`config.mk`:
```
export PLATFORM = sky130hd
export DESIGN_NAME = i2c_irq_unit
export DESIGN_NICKNAME = d
export VERILOG_FILES = /design/src/rtl/i2c_irq_pkg.sv /design/src/rtl/i2c_irq_decode.sv /design/src/rtl/i2c_irq_src_bank.sv /design/src/rtl/i2c_irq_en_sync.sv /design/src/rtl/i2c_irq_unit.sv
export SDC_FILE = /design/constraint.sdc
export NUM_CORES = 1
export LEC_CHECK = 0
export CAP_MARGIN = 5
export CORE_MARGIN = 2
export CORE_UTILIZATION = 45
export DETAILED_ROUTE_END_ITERATION = 7
export PLACE_DENSITY = 0.86
export SLEW_MARGIN = 40
export SYNTH_ARGS = -nofsm -noshare
export SYNTH_HDL_FRONTEND = slang
export SYNTH_HIERARCHICAL = 1
export SYNTH_SLANG_ARGS = --single-unit
```
`constraint.sdc`:
```
create_clock -name clk -period 2.5 [get_ports clk]
set_input_delay 0.375 -clock clk [delete_from_list [all_inputs] [get_ports clk]]
set_output_delay 0.375 -clock clk [all_outputs]
set_load 0.01 [all_outputs]
```
`src/rtl/i2c_irq_pkg.sv`:
```
package i2c_irq_pkg;

  localparam int NSRC  = 12;
  localparam int SRC_W = $clog2(NSRC);

  // bit positions of the sources
  localparam int B_RX_UNDER  = 0;
  localparam int B_RX_OVER   = 1;
  localparam int B_RX_FULL   = 2;
  localparam int B_TX_OVER   = 3;
  localparam int B_TX_EMPTY  = 4;
  localparam int B_RD_REQ    = 5;
  localparam int B_TX_ABORT  = 6;
  localparam int B_RX_DONE   = 7;
  localparam int B_ACTIVITY  = 8;
  localparam int B_STOP_SEEN = 9;
  localparam int B_START_SEEN = 10;
  localparam int B_GEN_CALL  = 11;

  localparam logic [NSRC-1:0] LEVEL_SRC =
    NSRC'((1 << B_TX_EMPTY) | (1 << B_RX_FULL));
  localparam logic [NSRC-1:0] STICKY_SRC = ~LEVEL_SRC;

  // word addresses
  localparam int unsigned A_MASK     = 0;
  localparam int unsigned A_MSTAT    = 1;
  localparam int unsigned A_RSTAT    = 2;
  localparam int unsigned A_CLRALL   = 3;
  localparam int unsigned A_EN       = 4;
  localparam int unsigned A_ENSTAT   = 5;
  localparam int unsigned A_CLR_BASE = 16;

  typedef enum logic [2:0] {
    RS_NONE, RS_MASK, RS_MSTAT, RS_RSTAT, RS_CLRALL, RS_EN, RS_ENSTAT, RS_CLRSRC
  } rsel_e;

  function automatic logic src_clearable(input logic [SRC_W-1:0] idx);
    return (int'(idx) < NSRC) ? STICKY_SRC[idx] : 1'b0;
  endfunction

  function automatic logic [NSRC-1:0] masked_view(input logic [NSRC-1:0] raw,
                                                  input logic [NSRC-1:0] mask);
    return raw & mask;
  endfunction

  function automatic logic any_sticky(input logic [NSRC-1:0] raw);
    return |(raw & STICKY_SRC);
  endfunction

endpackage

```
`src/rtl/i2c_irq_decode.sv`:
```
module i2c_irq_decode
  import i2c_irq_pkg::*;
#(
  parameter int ADDR_W = 6
) (
  input  logic                acc_sel,
  input  logic                acc_wr,
  input  logic [ADDR_W-1:0]   acc_addr,
  output rsel_e               rsel,
  output logic [SRC_W-1:0]    src_idx,
  output logic                wr_mask,
  output logic                wr_en,
  output logic                clr_all,
  output logic [NSRC-1:0]     clr_src
);

  localparam logic [ADDR_W-1:0] CLR_LO = ADDR_W'(A_CLR_BASE);
  localparam logic [ADDR_W-1:0] CLR_HI = ADDR_W'(A_CLR_BASE + NSRC);

  logic rd_strobe;
  logic wr_strobe;
  logic in_clr_window;

  assign rd_strobe     = acc_sel & ~acc_wr;
  assign wr_strobe     = acc_sel & acc_wr;
  assign in_clr_window = (acc_addr >= CLR_LO) && (acc_addr < CLR_HI);

  always_comb begin
    rsel    = RS_NONE;
    src_idx = '0;
    wr_mask = 1'b0;
    wr_en   = 1'b0;
    clr_all = 1'b0;
    clr_src = '0;
    if (acc_addr == ADDR_W'(A_MASK)) begin
      rsel    = RS_MASK;
      wr_mask = wr_strobe;
    end else if (acc_addr == ADDR_W'(A_MSTAT)) begin
      rsel = RS_MSTAT;
    end else if (acc_addr == ADDR_W'(A_RSTAT)) begin
      rsel = RS_RSTAT;
    end else if (acc_addr == ADDR_W'(A_CLRALL)) begin
      rsel    = RS_CLRALL;
      clr_all = rd_strobe;
    end else if (acc_addr == ADDR_W'(A_EN)) begin
      rsel  = RS_EN;
      wr_en = wr_strobe;
    end else if (acc_addr == ADDR_W'(A_ENSTAT)) begin
      rsel = RS_ENSTAT;
    end else if (in_clr_window) begin
      rsel    = RS_CLRSRC;
      src_idx = SRC_W'(acc_addr - CLR_LO);
      if (rd_strobe && src_clearable(src_idx))
        clr_src[src_idx] = 1'b1;
    end
  end

endmodule

```
`src/rtl/i2c_irq_src_bank.sv`:
```
module i2c_irq_src_bank
  import i2c_irq_pkg::*;
(
  input  logic            clk,
  input  logic            rst_n,
  input  logic [NSRC-1:0] evt_in,
  input  logic [NSRC-1:0] clr_vec,
  output logic [NSRC-1:0] raw
);

  for (genvar b = 0; b < NSRC; b++) begin : g_src
    if (LEVEL_SRC[b]) begin : g_level
      assign raw[b] = evt_in[b];
    end else begin : g_sticky
      logic flag_q;
      always_ff @(posedge clk or negedge rst_n) begin
        if (!rst_n) flag_q <= 1'b0;
        else        flag_q <= evt_in[b] | (flag_q & ~clr_vec[b]);
      end
      assign raw[b] = flag_q;
    end
  end

endmodule

```
`src/rtl/i2c_irq_en_sync.sv`:
```
module i2c_irq_en_sync #(
  parameter int STAGES = 2
) (
  input  logic clk,
  input  logic rst_n,
  input  logic en_req,
  input  logic eng_idle,
  output logic en_synced,
  output logic en_stat
);

  logic [STAGES-1:0] chain_q;

  always_ff @(posedge clk or negedge rst_n) begin
    if (!rst_n) chain_q[0] <= 1'b0;
    else        chain_q[0] <= en_req;
  end

  for (genvar k = 1; k < STAGES; k++) begin : g_stage
    always_ff @(posedge clk or negedge rst_n) begin
      if (!rst_n) chain_q[k] <= 1'b0;
      else        chain_q[k] <= chain_q[k-1];
    end
  end

  assign en_synced = chain_q[STAGES-1];

  always_ff @(posedge clk or negedge rst_n) begin
    if (!rst_n)         en_stat <= 1'b0;
    else if (en_synced) en_stat <= 1'b1;
    else if (eng_idle)  en_stat <= 1'b0;
  end

endmodule

```
`src/rtl/i2c_irq_unit.sv`:
```
module i2c_irq_unit
  import i2c_irq_pkg::*;
#(
  parameter int ADDR_W      = 6,
  parameter int SYNC_STAGES = 2
) (
  input  logic              clk,
  input  logic              rst_n,
  input  logic              acc_sel,
  input  logic              acc_wr,
  input  logic [ADDR_W-1:0] acc_addr,
  input  logic [NSRC-1:0]   acc_wdata,
  output logic [NSRC-1:0]   acc_rdata,
  input  logic [NSRC-1:0]   evt_in,
  input  logic              eng_idle,
  output logic              core_en,
  output logic              irq
);

  rsel_e            rsel;
  logic [SRC_W-1:0] src_idx;
  logic             wr_mask;
  logic             wr_en;
  logic             clr_all;
  logic [NSRC-1:0]  clr_src;
  logic [NSRC-1:0]  clr_vec;
  logic [NSRC-1:0]  raw;
  logic [NSRC-1:0]  mstat;
  logic [NSRC-1:0]  mask_q;
  logic             en_q;
  logic             en_synced;
  logic             en_stat;

  i2c_irq_decode #(.ADDR_W(ADDR_W)) u_dec (
    .acc_sel (acc_sel),
    .acc_wr  (acc_wr),
    .acc_addr(acc_addr),
    .rsel    (rsel),
    .src_idx (src_idx),
    .wr_mask (wr_mask),
    .wr_en   (wr_en),
    .clr_all (clr_all),
    .clr_src (clr_src)
  );

  assign clr_vec = clr_src | ({NSRC{clr_all}} & STICKY_SRC);

  i2c_irq_src_bank u_bank (
    .clk    (clk),
    .rst_n  (rst_n),
    .evt_in (evt_in),
    .clr_vec(clr_vec),
    .raw    (raw)
  );

  always_ff @(posedge clk or negedge rst_n) begin
    if (!rst_n) begin
      mask_q <= '0;
      en_q   <= 1'b0;
    end else begin
      if (wr_mask) mask_q <= acc_wdata;
      if (wr_en)   en_q   <= acc_wdata[0];
    end
  end

  i2c_irq_en_sync #(.STAGES(SYNC_STAGES)) u_sync (
    .clk      (clk),
    .rst_n    (rst_n),
    .en_req   (en_q),
    .eng_idle (eng_idle),
    .en_synced(en_synced),
    .en_stat  (en_stat)
  );

  assign mstat   = masked_view(raw, mask_q);
  assign irq     = |mstat;
  assign core_en = en_q;

  always_comb begin
    acc_rdata = '0;
    unique case (rsel)
      RS_MASK:   acc_rdata = mask_q;
      RS_MSTAT:  acc_rdata = mstat;
      RS_RSTAT:  acc_rdata = raw;
      RS_CLRALL: acc_rdata = NSRC'(any_sticky(raw));
      RS_EN:     acc_rdata = NSRC'(en_q);
      RS_ENSTAT: acc_rdata = NSRC'(en_stat);
      RS_CLRSRC: acc_rdata = NSRC'(raw[src_idx] & src_clearable(src_idx));
      default:   acc_rdata = '0;
    endcase
  end

endmodule

```
# [Word-level counts from Yosys, hierarchy flattened]
# Memory sizes are Yosys's and may differ from the RTL's.
# Index checks and enable logic that the tools add are counted.
# W data, S select, Z words.
[word_totals] memories=2 romBits=32 reg_bits=26 inputBits=35
[memory_table] name="(no name shown)" words=16 word_bits=1 read_ports=1 rd_clocked_by_memory_dff=0 write_ports=0 line_no="i2c_irq_pkg.sv:38" source="return (int'(idx) < NSRC) ? STICKY_SRC[idx] : 1'b0;"
[memory_table] name="(no name shown)" words=16 word_bits=1 read_ports=1 rd_clocked_by_memory_dff=0 write_ports=0 line_no="i2c_irq_pkg.sv:38"
[classes] mux=43 eq_ne=12 n_bitwise=36 add_sub_neg=1 order_cmp=7 n_reduce_logical=7
[op_table] op="$mux W12" count=8
[op_table] op="$pmux W12 S7" count=1
[op_table] op="$mux W4" count=7
[op_table] op="$mux W3" count=7
[op_table] op="$mux W1" count=18
[op_table] op="$and A1 B1 Y1" count=13
[op_table] op="$and A12 B12 Y12" count=1
[op_table] op="$eq A3 B3 Y1 const B" count=4
[op_table] op="$eq A6 B2 Y1 const B" count=2
[op_table] op="$eq A6 B3 Y1 const B" count=2
[op_table] op="$or A12 B12 Y12" count=1
[op_table] op="$reduce_or A12 Y1" count=1
[op_table] op="$not A1 Y1" count=11
[op_table] op="$lt A4 B5 Y1 const B" count=2
[op_table] op="$or A1 B1 Y1" count=10
[op_table] op="$reduce_or A10 Y1" count=1
[op_table] op="$lt A4 B4 Y1 const B" count=2
[op_table] op="$eq A3 B2 Y1 const B" count=2
[op_table] op="$eq A6 B1 Y1 const B" count=1
[op_table] op="$ge A6 B5 Y1 const B" count=1
[op_table] op="$logic_not A6 Y1" count=1
[op_table] op="$lt A6 B5 Y1 const B" count=1
[op_table] op="$bmux W1 S4" count=1
[op_table] op="$demux W1 S4" count=1
[op_table] op="other kinds (5)" count=7

# [Logic depth before layout (Yosys ltp)]
# Gate-level depths: netlist of run 1.
[depth] ltp_word=17 ltp_mapped=7 depth_no_buf=6

# [Modules after synthesis]
# Netlist of run 1, hierarchy kept.
[by_module_without_submodules] mod="i2c_irq_unit" instances=1 area_each_um2=1009.7 seq_area_each_um2=325.3 cells_each=111
[by_module_without_submodules] mod="i2c_irq_src_bank" instances=1 area_each_um2=452.9 seq_area_each_um2=250.2 cells_each=42
[by_module_without_submodules] mod="i2c_irq_decode" instances=1 area_each_um2=286.5 seq_area_each_um2=0.0 cells_each=46
[by_module_without_submodules] mod="i2c_irq_en_sync" instances=1 area_each_um2=86.3 seq_area_each_um2=75.1 cells_each=5

# [Worst setup path after synthesis of run 1]
# No wires, ideal clock.
[synth_path] path_type="input to output" startpoint="input port acc_addr[0]" endpoint="output port acc_rdata[10]" path_slack_ns=0.106 required_time_ns=2.125 cell_stages=6 arrival_ns=2.019 cell_sequence="or4b_1 -> a31oi_1 -> and2_1 -> clkbuf_1 -> nand2_1 -> a21oi_1"
[synth_via] elab_chain_len=11
[synth_rtl] element="start, declared" line_no="i2c_irq_unit.sv:11" source="input logic [ADDR_W-1:0] acc_addr,"
[synth_rtl] element="$ge A6 B5 Y1 or $lt A6 B5 Y1 (tied branches)" line_no="i2c_irq_decode.sv:26" source="assign in_clr_window = (acc_addr >= CLR_LO) && (acc_addr < CLR_HI);"
[synth_rtl] element="$logic_and A1 B1 Y1" line_no="i2c_irq_decode.sv:26"
[synth_rtl] element="$mux W3" line_no="i2c_irq_decode.sv:50" source="end else if (in_clr_window) begin"
[synth_rtl] element="$mux W3" line_no="i2c_irq_decode.sv:48" source="end else if (acc_addr == ADDR_W'(A_ENSTAT)) begin"
[synth_rtl] element="$mux W3" line_no="i2c_irq_decode.sv:45" source="end else if (acc_addr == ADDR_W'(A_EN)) begin"
[synth_rtl] element="$mux W3" line_no="i2c_irq_decode.sv:42" source="end else if (acc_addr == ADDR_W'(A_CLRALL)) begin"
[synth_rtl] element="$mux W3" line_no="i2c_irq_decode.sv:40" source="end else if (acc_addr == ADDR_W'(A_RSTAT)) begin"
[synth_rtl] element="$mux W3" line_no="i2c_irq_decode.sv:38" source="end else if (acc_addr == ADDR_W'(A_MSTAT)) begin"
[synth_rtl] element="$mux W3 *" line_no="i2c_irq_decode.sv:35" source="if (acc_addr == ADDR_W'(A_MASK)) begin"
[synth_rtl] element="net rsel[1]" line_no="i2c_irq_unit.sv:20" source="rsel_e rsel;"
[synth_rtl] element="$eq A3 B3 Y1, or another cell as far along" line_no="i2c_irq_unit.sv:81" source="unique case (rsel)"
[synth_rtl] element="$pmux W12 S7 *" line_no="i2c_irq_unit.sv:81"
[synth_rtl] element="end, declared" line_no="i2c_irq_unit.sv:13" source="output logic [NSRC-1:0] acc_rdata,"
# The timed path passes the listed nets; every way through them passes the cells marked *.

# [Final worst setup path of run 1]
[layout_path] startpoint="input port acc_addr[2]" endpoint="output port acc_rdata[0]"
# The elaborated chain is that of the path after synthesis.

==> impl_metrics.ini, run 1 <==
[clock_tree]
clk_pin_slew_ps = 80
clkLatencyLatePin_ps = 260
cts_tree = built
htree_levels = 1
post_cts_buffers = 0
cts-root-buf = clkbuf_8
clock_sinks = 26
clockBufferDepth = 2
cts_made_buffers = 3
cts_hold_buf = 0

[setup_path]
r2r_start = u_bank/g_src[11].g_sticky.flag_q
crit_path_max_fanout = 9
required_ps = 2120
critical_path_class = in2out
r2r_cells = 2
end_kind = primary output
r2r_slack_ps = 1690
cp.arrival_ps = 2140
r2r_end = u_bank/g_src[11].g_sticky.flag_q
start_kind = input pin

[route]
viasPerCell = 5.55
routed_wl_um = 4800
postRouteAntennaNets = 0
firstDrtPassIters = 4
drcViolationCount = 0
wl_per_cell_um = 15.6
vias = 1703
dr.first_iter.drc_count = 153

[floorplanning]
core-area_um2 = 3940
row_count = 23
ios = 49
die_width_um = 67.5
die-area_um2 = 4560
start_util = 0.461
die_h_um = 67.5

[pwr]
leakage_nw = 1.04
p_clk_frac = 0.269
p_switching_uw = 256
combPwrFrac = 0.266
seq_power_share = 0.465
p_int_uw = 741
netSwitchingFraction = 0.257
power_density_nw_per_um2 = 400
power_uw = 997
peakVddDrop_uv = 319

[place]
place_ws_ps = -825
io_buffers = 48
post-dp-hpwl_um = 3570
dp_cells = 303
gp_congestion = 0.844
postPlaceCellArea_um2 = 2430

[status]
outcome = finished with violations
violations = negative setup slack

[timing]
slew-limit-headroom = 0.675
post-route-period-util = 1.00
fmax_mhz = 398
slew_viol_final = 0
tns_ps = -10.3
rsz0062_at_grt = true
setup_violations = 1
hold_viol = 0
fin_skew_ps = 0.288
final.setup.worst_slack_ps = -10.3
worst_pin_slew_ps = 483
hold_slack_ps = 360
fin_crit_ps = 2510

[hold_path]
hold_depth = 0
holdPathEnd = u_sync/en_synced
hp-class = reg2reg
holdCritStartpoint = u_sync/chain_q[0]

[global_routing]
antenna_found_initial = 0
grt_max_degree = 27
grt_pass1_wl_um = 7910
first_global_vias = 1621
grt.total_usage = 0.229
grt.overflow.total = 0

[finish]
area_growth_pct = 37.3
fin_cells = 307
drive_gt1_frac = 0.265
fin_area_um2 = 2490
nNetsFinal = 293
diodes = 0
final_util = 0.633

[yosys]
ys.warnings.count = 6
syn-num-nets = 236
avgSynthCellArea_um2 = 9.04
syn_area_um2 = 1820
syn_inst = 201

[run]
cap_violations = 0
## power groups by stage
stage          logic, mW  clock network, mW  registers [mW]
2_1_floorplan      0.119                  0           0.464
5_1_grt            0.287              0.301           0.467
4_1_cts            0.264              0.279           0.463
3_5_place_dp       0.263                  0           0.472
6_report           0.265              0.268           0.464
3_3_place_gp       0.256                  0           0.470
## worst max-delay path, cell delays in order
cell and delay [ps]:
buf_8 110, or4b_4 550, a31oi_4 230, nor2b_4 70, a21o_1 160, a221o_1 280, a32o_2 240, buf_6 120
## flip-flops by register name (all words and copies together) (netlist names)
signal                        count
u_bank/g_src.g_sticky.flag_q     10
core_en                           1
u_sync/chain_q                    1
u_sync/en_synced                  1
mask_q                           12
u_sync/en_stat                    1
## worst max-delay path by stage
stage	start	endpoint	slack (ps)	cells after the start
floorplan	acc_addr[0]	acc_rdata[10]	110	6
global placement	acc_addr[2]	acc_rdata[0]	-770	8
detailed placement	acc_addr[2]	acc_rdata[0]	-820	8
CTS	acc_addr[2]	acc_rdata[0]	-40	8
global route	acc_addr[2]	acc_rdata[0]	-50	8
finish	acc_addr[2]	acc_rdata[0]	-10	8
## cell usage in the layout, fill, tap and decap left out, types with 2 or more instances in the layout
cell,instances
clkdlybuf4s50_1,30
dfrtp_1,26
buf_4,20
nand2_1,16
a21o_1,13
mux2_2,13
inv_1,12
a21oi_1,11
or2_2,10
nor3_1,10
and2_1,9
clkdlybuf4s15_1,7
nand2b_1,6
o21ai_1,5
o21ai_0,5
nor2_1,4
nor4_1,4
clkbuf_8,4
a22o_1,3
a221oi_1,3
buf_2,3
dlygate4sd2_1,3
buf_6,3
clkbuf_2,3
or2_1,3
nand3b_1,2
mux2i_1,2
mux4_2,2
nand4bb_1,2
or3b_1,2
## what timing repair did
action | in CTS | in global routing
resized for setup | 47 | 13
pin swaps | 5 | 1
setup endpoints to repair | 12 | 10
## metal layers
layer	share of wire	wire length, um	vias up	GRT usage
met1	0.44	2110	832	0.302
met4	0.0062	30	0	0.0459
met3	0.045	214	2	0.0350
met5	0	0	-	0
li1	-	-	822	-
met2	0.51	2450	47	0.397
## layout make-up
type	instances	area [um2]
multi-input combinational	144	1040
inverter	12	45.0
timing repair buffer	71	646
fill	347	1450
tap	50	62.6
clock buffer	4	55.1
sequential	26	651
Power figures use the tool's default switching activity.
==> inputs of run 2 (changes only) <==
--- a/config.mk
+++ b/config.mk
@@ -9,9 +9,9 @@
 export CORE_MARGIN = 2
 export CORE_UTILIZATION = 45
 export DETAILED_ROUTE_END_ITERATION = 7
-export PLACE_DENSITY = 0.86
+export DONT_BUFFER_PORTS = 1
+export PLACE_DENSITY = 0.71
 export SLEW_MARGIN = 40
 export SYNTH_ARGS = -nofsm -noshare
 export SYNTH_HDL_FRONTEND = slang
-export SYNTH_HIERARCHICAL = 1
 export SYNTH_SLANG_ARGS = --single-unit
==> run 2 against run 1 <==
  * The flow now finishes without violations
  * Die area shrank 4.8%
  * Worst hold slack lost 160 ps
  * First-iteration DRC count shrank 56%
  * Synthesized area shrank 5.1%
  * Flip-flop and latch count is the same
  * Total power shrank 5.2%
  * Maximum frequency grew 6.1%
  * Utilization shrank 13 points
  * Combinational power shrank 50%
  * Largest cell class unchanged
  * Largest power group unchanged
==> impl_metrics.ini, run 2 <==
[pwr]
peakVddDrop_uv = 391
power_density_nw_per_um2 = 515
combPwrFrac = 0.140
p_int_uw = 730
seq_power_share = 0.491
p_clk_frac = 0.369
power_uw = 945
p_switching_uw = 215
netSwitchingFraction = 0.227
leakage_nw = 0.807

[global_routing]
grt.overflow.total = 0
grt_max_degree = 41
grt_pass1_wl_um = 6510
antenna_found_initial = 0
grt.total_usage = 0.197
first_global_vias = 1238

[clock_tree]
cts-root-buf = clkbuf_8
htree_levels = 1
clkLatencyLatePin_ps = 270
clock_sinks = 26
cts_tree = built
clockBufferDepth = 2
clk_pin_slew_ps = 90
cts_made_buffers = 3

[setup_path]
path_buf_inv = 0
cp.depth = 5
required_ps = 2120
critical_path.max_stage_delay_ps = 570
crit_chain = or4_4 -> nor4_4 -> mux2i_1 -> o221ai_1 -> nand4_1
critPathTopFamily = simple AND/OR/NAND/NOR gates
crit_path_max_fanout = 5
start_kind = register
cp.arrival_ps = 1990
critPathSlowestCell = or4_4
r2r_cells = 1
end_kind = primary output
critical_path_class = reg2out

[floorplanning]
ios = 49
start_util = 0.471
die_h_um = 65.9
die_width_um = 65.9
core-area_um2 = 3660
row_count = 22
die-area_um2 = 4340

[route]
postRouteAntennaNets = 0
routed_wl_um = 4150
drcViolationCount = 0
vias = 1355
dr.first_iter.drc_count = 67
viasPerCell = 6.30
wl_per_cell_um = 19.3
firstDrtPassIters = 5

[yosys]
syn-num-nets = 206
synth_common_cells = dfrtp_1 (26), nand2_1 (21), mux2i_1 (15)
synth_most_common_cell = dfrtp_1
netlist.area_leader.share = 0.377
synth.largest_area_cell = dfrtp_1
synth.area.top_cells = dfrtp_1 (38%), mux2_4 (8.7%), mux2i_1 (8.7%)
avgSynthCellArea_um2 = 10.1
syn_inst = 171
syn_area_um2 = 1720
synthArstFlopShare = 1.00
ys.warnings.count = 0
seq_area_frac_synth = 0.377
synth_edf_count = 0
synth_ff_type = dfrtp_1
ys_ff_latch = 26
synth.distinct_cells = 39

[finish]
regMostFlops = mask_q
final_cell_mix = dfrtp_1 (26), nand2_1 (21), mux2i_1 (15), o22ai_1 (12), and2_1 (11)
top_regs = mask_q (12), u_bank.g_src.g_sticky.flag_q (10)
drive_gt1_frac = 0.216
nFillCells = 351
area_growth_pct = 6.53
diodes = 0
fin_area_um2 = 1840
nNetsFinal = 203
largest_reg_flops = 12
final_common_cell = dfrtp_1

[timing]
setup_violations = 0
worst_pin_slew_ps = 602
slew-limit-headroom = 0.598
fin_skew_ps = 0.0260
fmax_mhz = 423
post-route-period-util = 0.946
rsz0062_at_grt = false
tns_ps = 0
fin_crit_ps = 2370
slew_viol_final = 0
hold_viol = 0
final.setup.worst_slack_ps = 134

[hold_path]
hold_depth = 1
hp-class = in2reg

[place]
place_ws_ps = 401
io_buffers = 0
postPlaceCellArea_um2 = 1730
gp_congestion = 0.955
post-dp-hpwl_um = 3020

[run]
cap_violations = 0

[status]
outcome = completed
[run 2: timing repair]
item / CTS / global route
endpoints found under the setup margin: 0 / 1
setup buffers: 0 / 0
resized for setup: 0 / 1
hold buffers: 2 / 0
hold endpoints to repair: 26 / 0
[run 2: cells by family after synthesis]
logic type      synth area share
compound gates             0.138
buf+inv                   0.0421
flops                      0.377
mux                        0.207
simple gates               0.236
[run 2: routing by layer]
metal / up-vias / wire, um / global-route usage
li1: 635 / - / -
met4: 0 / 24 / 0.0313
met5: - / 0 / 0
met3: 4 / 435 / 0.0716
met2: 47 / 1910 / 0.307
met1: 669 / 1780 / 0.267
[run 2: per-stage QoR]
step	util	hold WS, ps	instances
after floorplan	-	79.4	171
after global placement	0.472	80.1	209
after detailed placement	0.472	80.2	209
after CTS	0.499	191	215
after global routing	0.502	186	215
final	0.502	197	215
[run 2: cell type report]
cell class | instances | area, um2 | share of cell area
Clock buffer | 3 | 41.3 | 0.0225
Clock inverter | 1 | 30.0 | 0.0163
Inverter | 2 | 7.51 | 0.00409
Multi-Input combinational cell | 132 | 1010 | 0.550
Sequential cell | 26 | 651 | 0.354
Tap cell | 48 | 60.1 | 0.0327
Timing Repair Buffer | 3 | 37.5 | 0.0204
[run 2: final timing paths]
| path | slack, ps | endpoint | from |
|---|---|---|---|
| max reg2reg | 1640 | core_en | core_en |
| min | 200 | u_bank.g_src[3].g_sticky.flag_q | evt_in[3] |
| max in group asynchronous | 1810 | mask_q[11] | rst_n |
| max | 130 | acc_rdata[0] | u_bank.g_src[1].g_sticky.flag_q |
| min in group asynchronous | 540 | u_bank.g_src[10].g_sticky.flag_q | rst_n |
| min reg2reg | 370 | u_sync.en_synced | u_sync.chain_q[0] |
[run 2: power by group through the flow]
stage / clock network (mW) / logic [mW] / registers (mW)
after floorplan: 0 / 0.125 / 0.465
after global placement: 0 / 0.118 / 0.471
after detailed placement: 0 / 0.119 / 0.472
after CTS: 0.360 / 0.134 / 0.464
after global routing: 0.377 / 0.149 / 0.467
final: 0.349 / 0.132 / 0.464
==> inputs of run 3 (changes only) <==
--- a/config.mk
+++ b/config.mk
@@ -7,10 +7,10 @@
 export LEC_CHECK = 0
 export CAP_MARGIN = 5
 export CORE_MARGIN = 2
-export CORE_UTILIZATION = 45
+export CORE_UTILIZATION = 55
 export DETAILED_ROUTE_END_ITERATION = 7
 export DONT_BUFFER_PORTS = 1
-export PLACE_DENSITY = 0.71
+export PLACE_DENSITY = 0.81
 export SLEW_MARGIN = 40
 export SYNTH_ARGS = -nofsm -noshare
 export SYNTH_HDL_FRONTEND = slang
==> run 3 against run 2 <==
  * Register-to-register slack hardly changed
  * Utilization is 9.6 points higher
  * Final cell count is 0.47% lower
  * Combinational power hardly changed
  * Highest routed layer unchanged
  * Count of clock-buffer cells in the layout is 1 higher
  * Clock skew hardly changed
  * Final area is 1.4% lower
  * Via count is 0.74% lower
  * Worst hold slack worse by 60 ps
  * Largest power group unchanged
  * Critical path depth stayed put
  * Die area is 17% lower
  * Routed wire length is 5.3% lower
==> impl_metrics.ini, run 3 (same netlist as run 2, synthesis figures left out) <==
[finish]
diodes = 0
top_regs = mask_q (12), u_bank.g_src.g_sticky.flag_q (10)
largest_reg_flops = 12
area_growth_pct = 5.01
final_common_cell = dfrtp_1
nNetsFinal = 206
final_cell_mix = dfrtp_1 (26), nand2_1 (21), mux2i_1 (15), o22ai_1 (12), and2_1 (11)
nFillCells = 261
final_util = 0.598
regMostFlops = mask_q
drive_gt1_frac = 0.229
fin_area_um2 = 1810

[setup_path]
critical_path_class = reg2out
start_kind = register
required_ps = 2120
cp.arrival_ps = 2050
end_kind = primary output
critPathSlowestCell = or4_4
crit_chain = or4_4 -> nor4_2 -> mux2i_1 -> o221ai_1 -> nand4_1
critical_path.max_stage_delay_ps = 540
crit_path_max_fanout = 4

[timing]
rsz0062_at_grt = false
fin_skew_ps = 0.0702
fin_crit_ps = 2430
post-route-period-util = 0.971
worst_pin_slew_ps = 628
fmax_mhz = 412
slew_viol_final = 0
setup_violations = 0
hold_viol = 0
hold_slack_ps = 137
tns_ps = 0
slew-limit-headroom = 0.578

[pwr]
leakage_nw = 0.788
p_int_uw = 606
peakVddDrop_uv = 337
power_uw = 817
netSwitchingFraction = 0.258
power_density_nw_per_um2 = 451
p_switching_uw = 211
seq_power_share = 0.567
combPwrFrac = 0.161
p_clk_frac = 0.272

[floorplanning]
row_count = 20
die-area_um2 = 3600
die_width_um = 60.0
ios = 49
die_h_um = 60.0
start_util = 0.569
core-area_um2 = 3030

[clock_tree]
clock_sinks = 26
cts_tree = built
cts-root-buf = clkbuf_4
cts_made_buffers = 3
clockBufferDepth = 2
clk_pin_slew_ps = 150
htree_levels = 1
clkLatencyLatePin_ps = 330

[hold_path]
hp-class = in2reg

[route]
wl_per_cell_um = 18.4
postRouteAntennaNets = 0
routed_wl_um = 3930
firstDrtPassIters = 4
dr.first_iter.drc_count = 81
drcViolationCount = 0
vias = 1345
viasPerCell = 6.29

[place]
gp_congestion = 0.915
postPlaceCellArea_um2 = 1720
post-dp-hpwl_um = 2840
io_buffers = 0

[global_routing]
first_global_vias = 1271
grt.total_usage = 0.231
grt_max_degree = 41
antenna_found_initial = 0
grt.overflow.total = 0
grt_pass1_wl_um = 6190

[status]
outcome = completed

[run]
cap_violations = 0
[run 3: path summary, 6_finish.rpt]
check / endpoint / depth (start not counted) / slack [ps] / startpoint
hold reg to reg: u_sync.en_synced / 0 / 380 / u_sync.chain_q[0]
setup reg to reg: u_bank.g_src[1].g_sticky.flag_q / 2 / 1630 / u_bank.g_src[1].g_sticky.flag_q
setup / recovery: acc_rdata[0] / 5 / 70 / u_bank.g_src[1].g_sticky.flag_q
min in group asynchronous: u_bank.g_src[10].g_sticky.flag_q / 2 / 460 / rst_n
hold / removal: u_bank.g_src[3].g_sticky.flag_q / 1 / 140 / evt_in[3]
max in group asynchronous: mask_q[5] / 2 / 1890 / rst_n
[run 3: worst max-delay path, delay by kind of cell, from the launching register on]
family / cells / cell delay, ps
AND/OR/NAND/NOR: 3 / 980
flip-flops: 1 / 450
multiplexers: 1 / 110
AO/OA/AOI/OAI: 1 / 200
[run 3: metal layers]
layer	vias to the layer above	track usage	share of wire
met5	-	0	0
met4	0	0.0794	0.0097
met3	4	0.0390	0.078
met2	49	0.362	0.50
met1	657	0.322	0.42
li1	635	-	-
[run 3: final cells by class]
class / instances / area (um2) / area share
Multi-Input combinational cell: 132 / 1000 / 0.553
Sequential cell: 26 / 651 / 0.359
Timing Repair Buffer: 6 / 60.1 / 0.0332
Tap cell: 44 / 55.1 / 0.0304
Clock buffer: 4 / 36.3 / 0.0200
Inverter: 2 / 7.51 / 0.00415
[run 3: repair_timing]
action                                  CTS  global route
buffers inserted                          0             3
hold endpoints to repair                 26             0
gates resized for setup                   0             0
endpoints found under the setup margin    0             1
hold buffers                              2             0
[run 3: power groups by stage]
stage	Combinational [mW]	Sequential [mW]	Clock, mW
global placement	0.116	0.470	0
CTS	0.132	0.463	0.229
global route	0.145	0.467	0.244
floorplan	0.125	0.465	0
detailed placement	0.118	0.471	0
finish	0.132	0.463	0.222
[run 3: stage by stage]
step,std cells,setup slack [ps]
2_1_floorplan,171,569
3_3_place_gp,205,463
3_5_place_dp,205,436
4_1_cts,211,48.5
5_1_grt,214,3.04
6_report,214,73.7
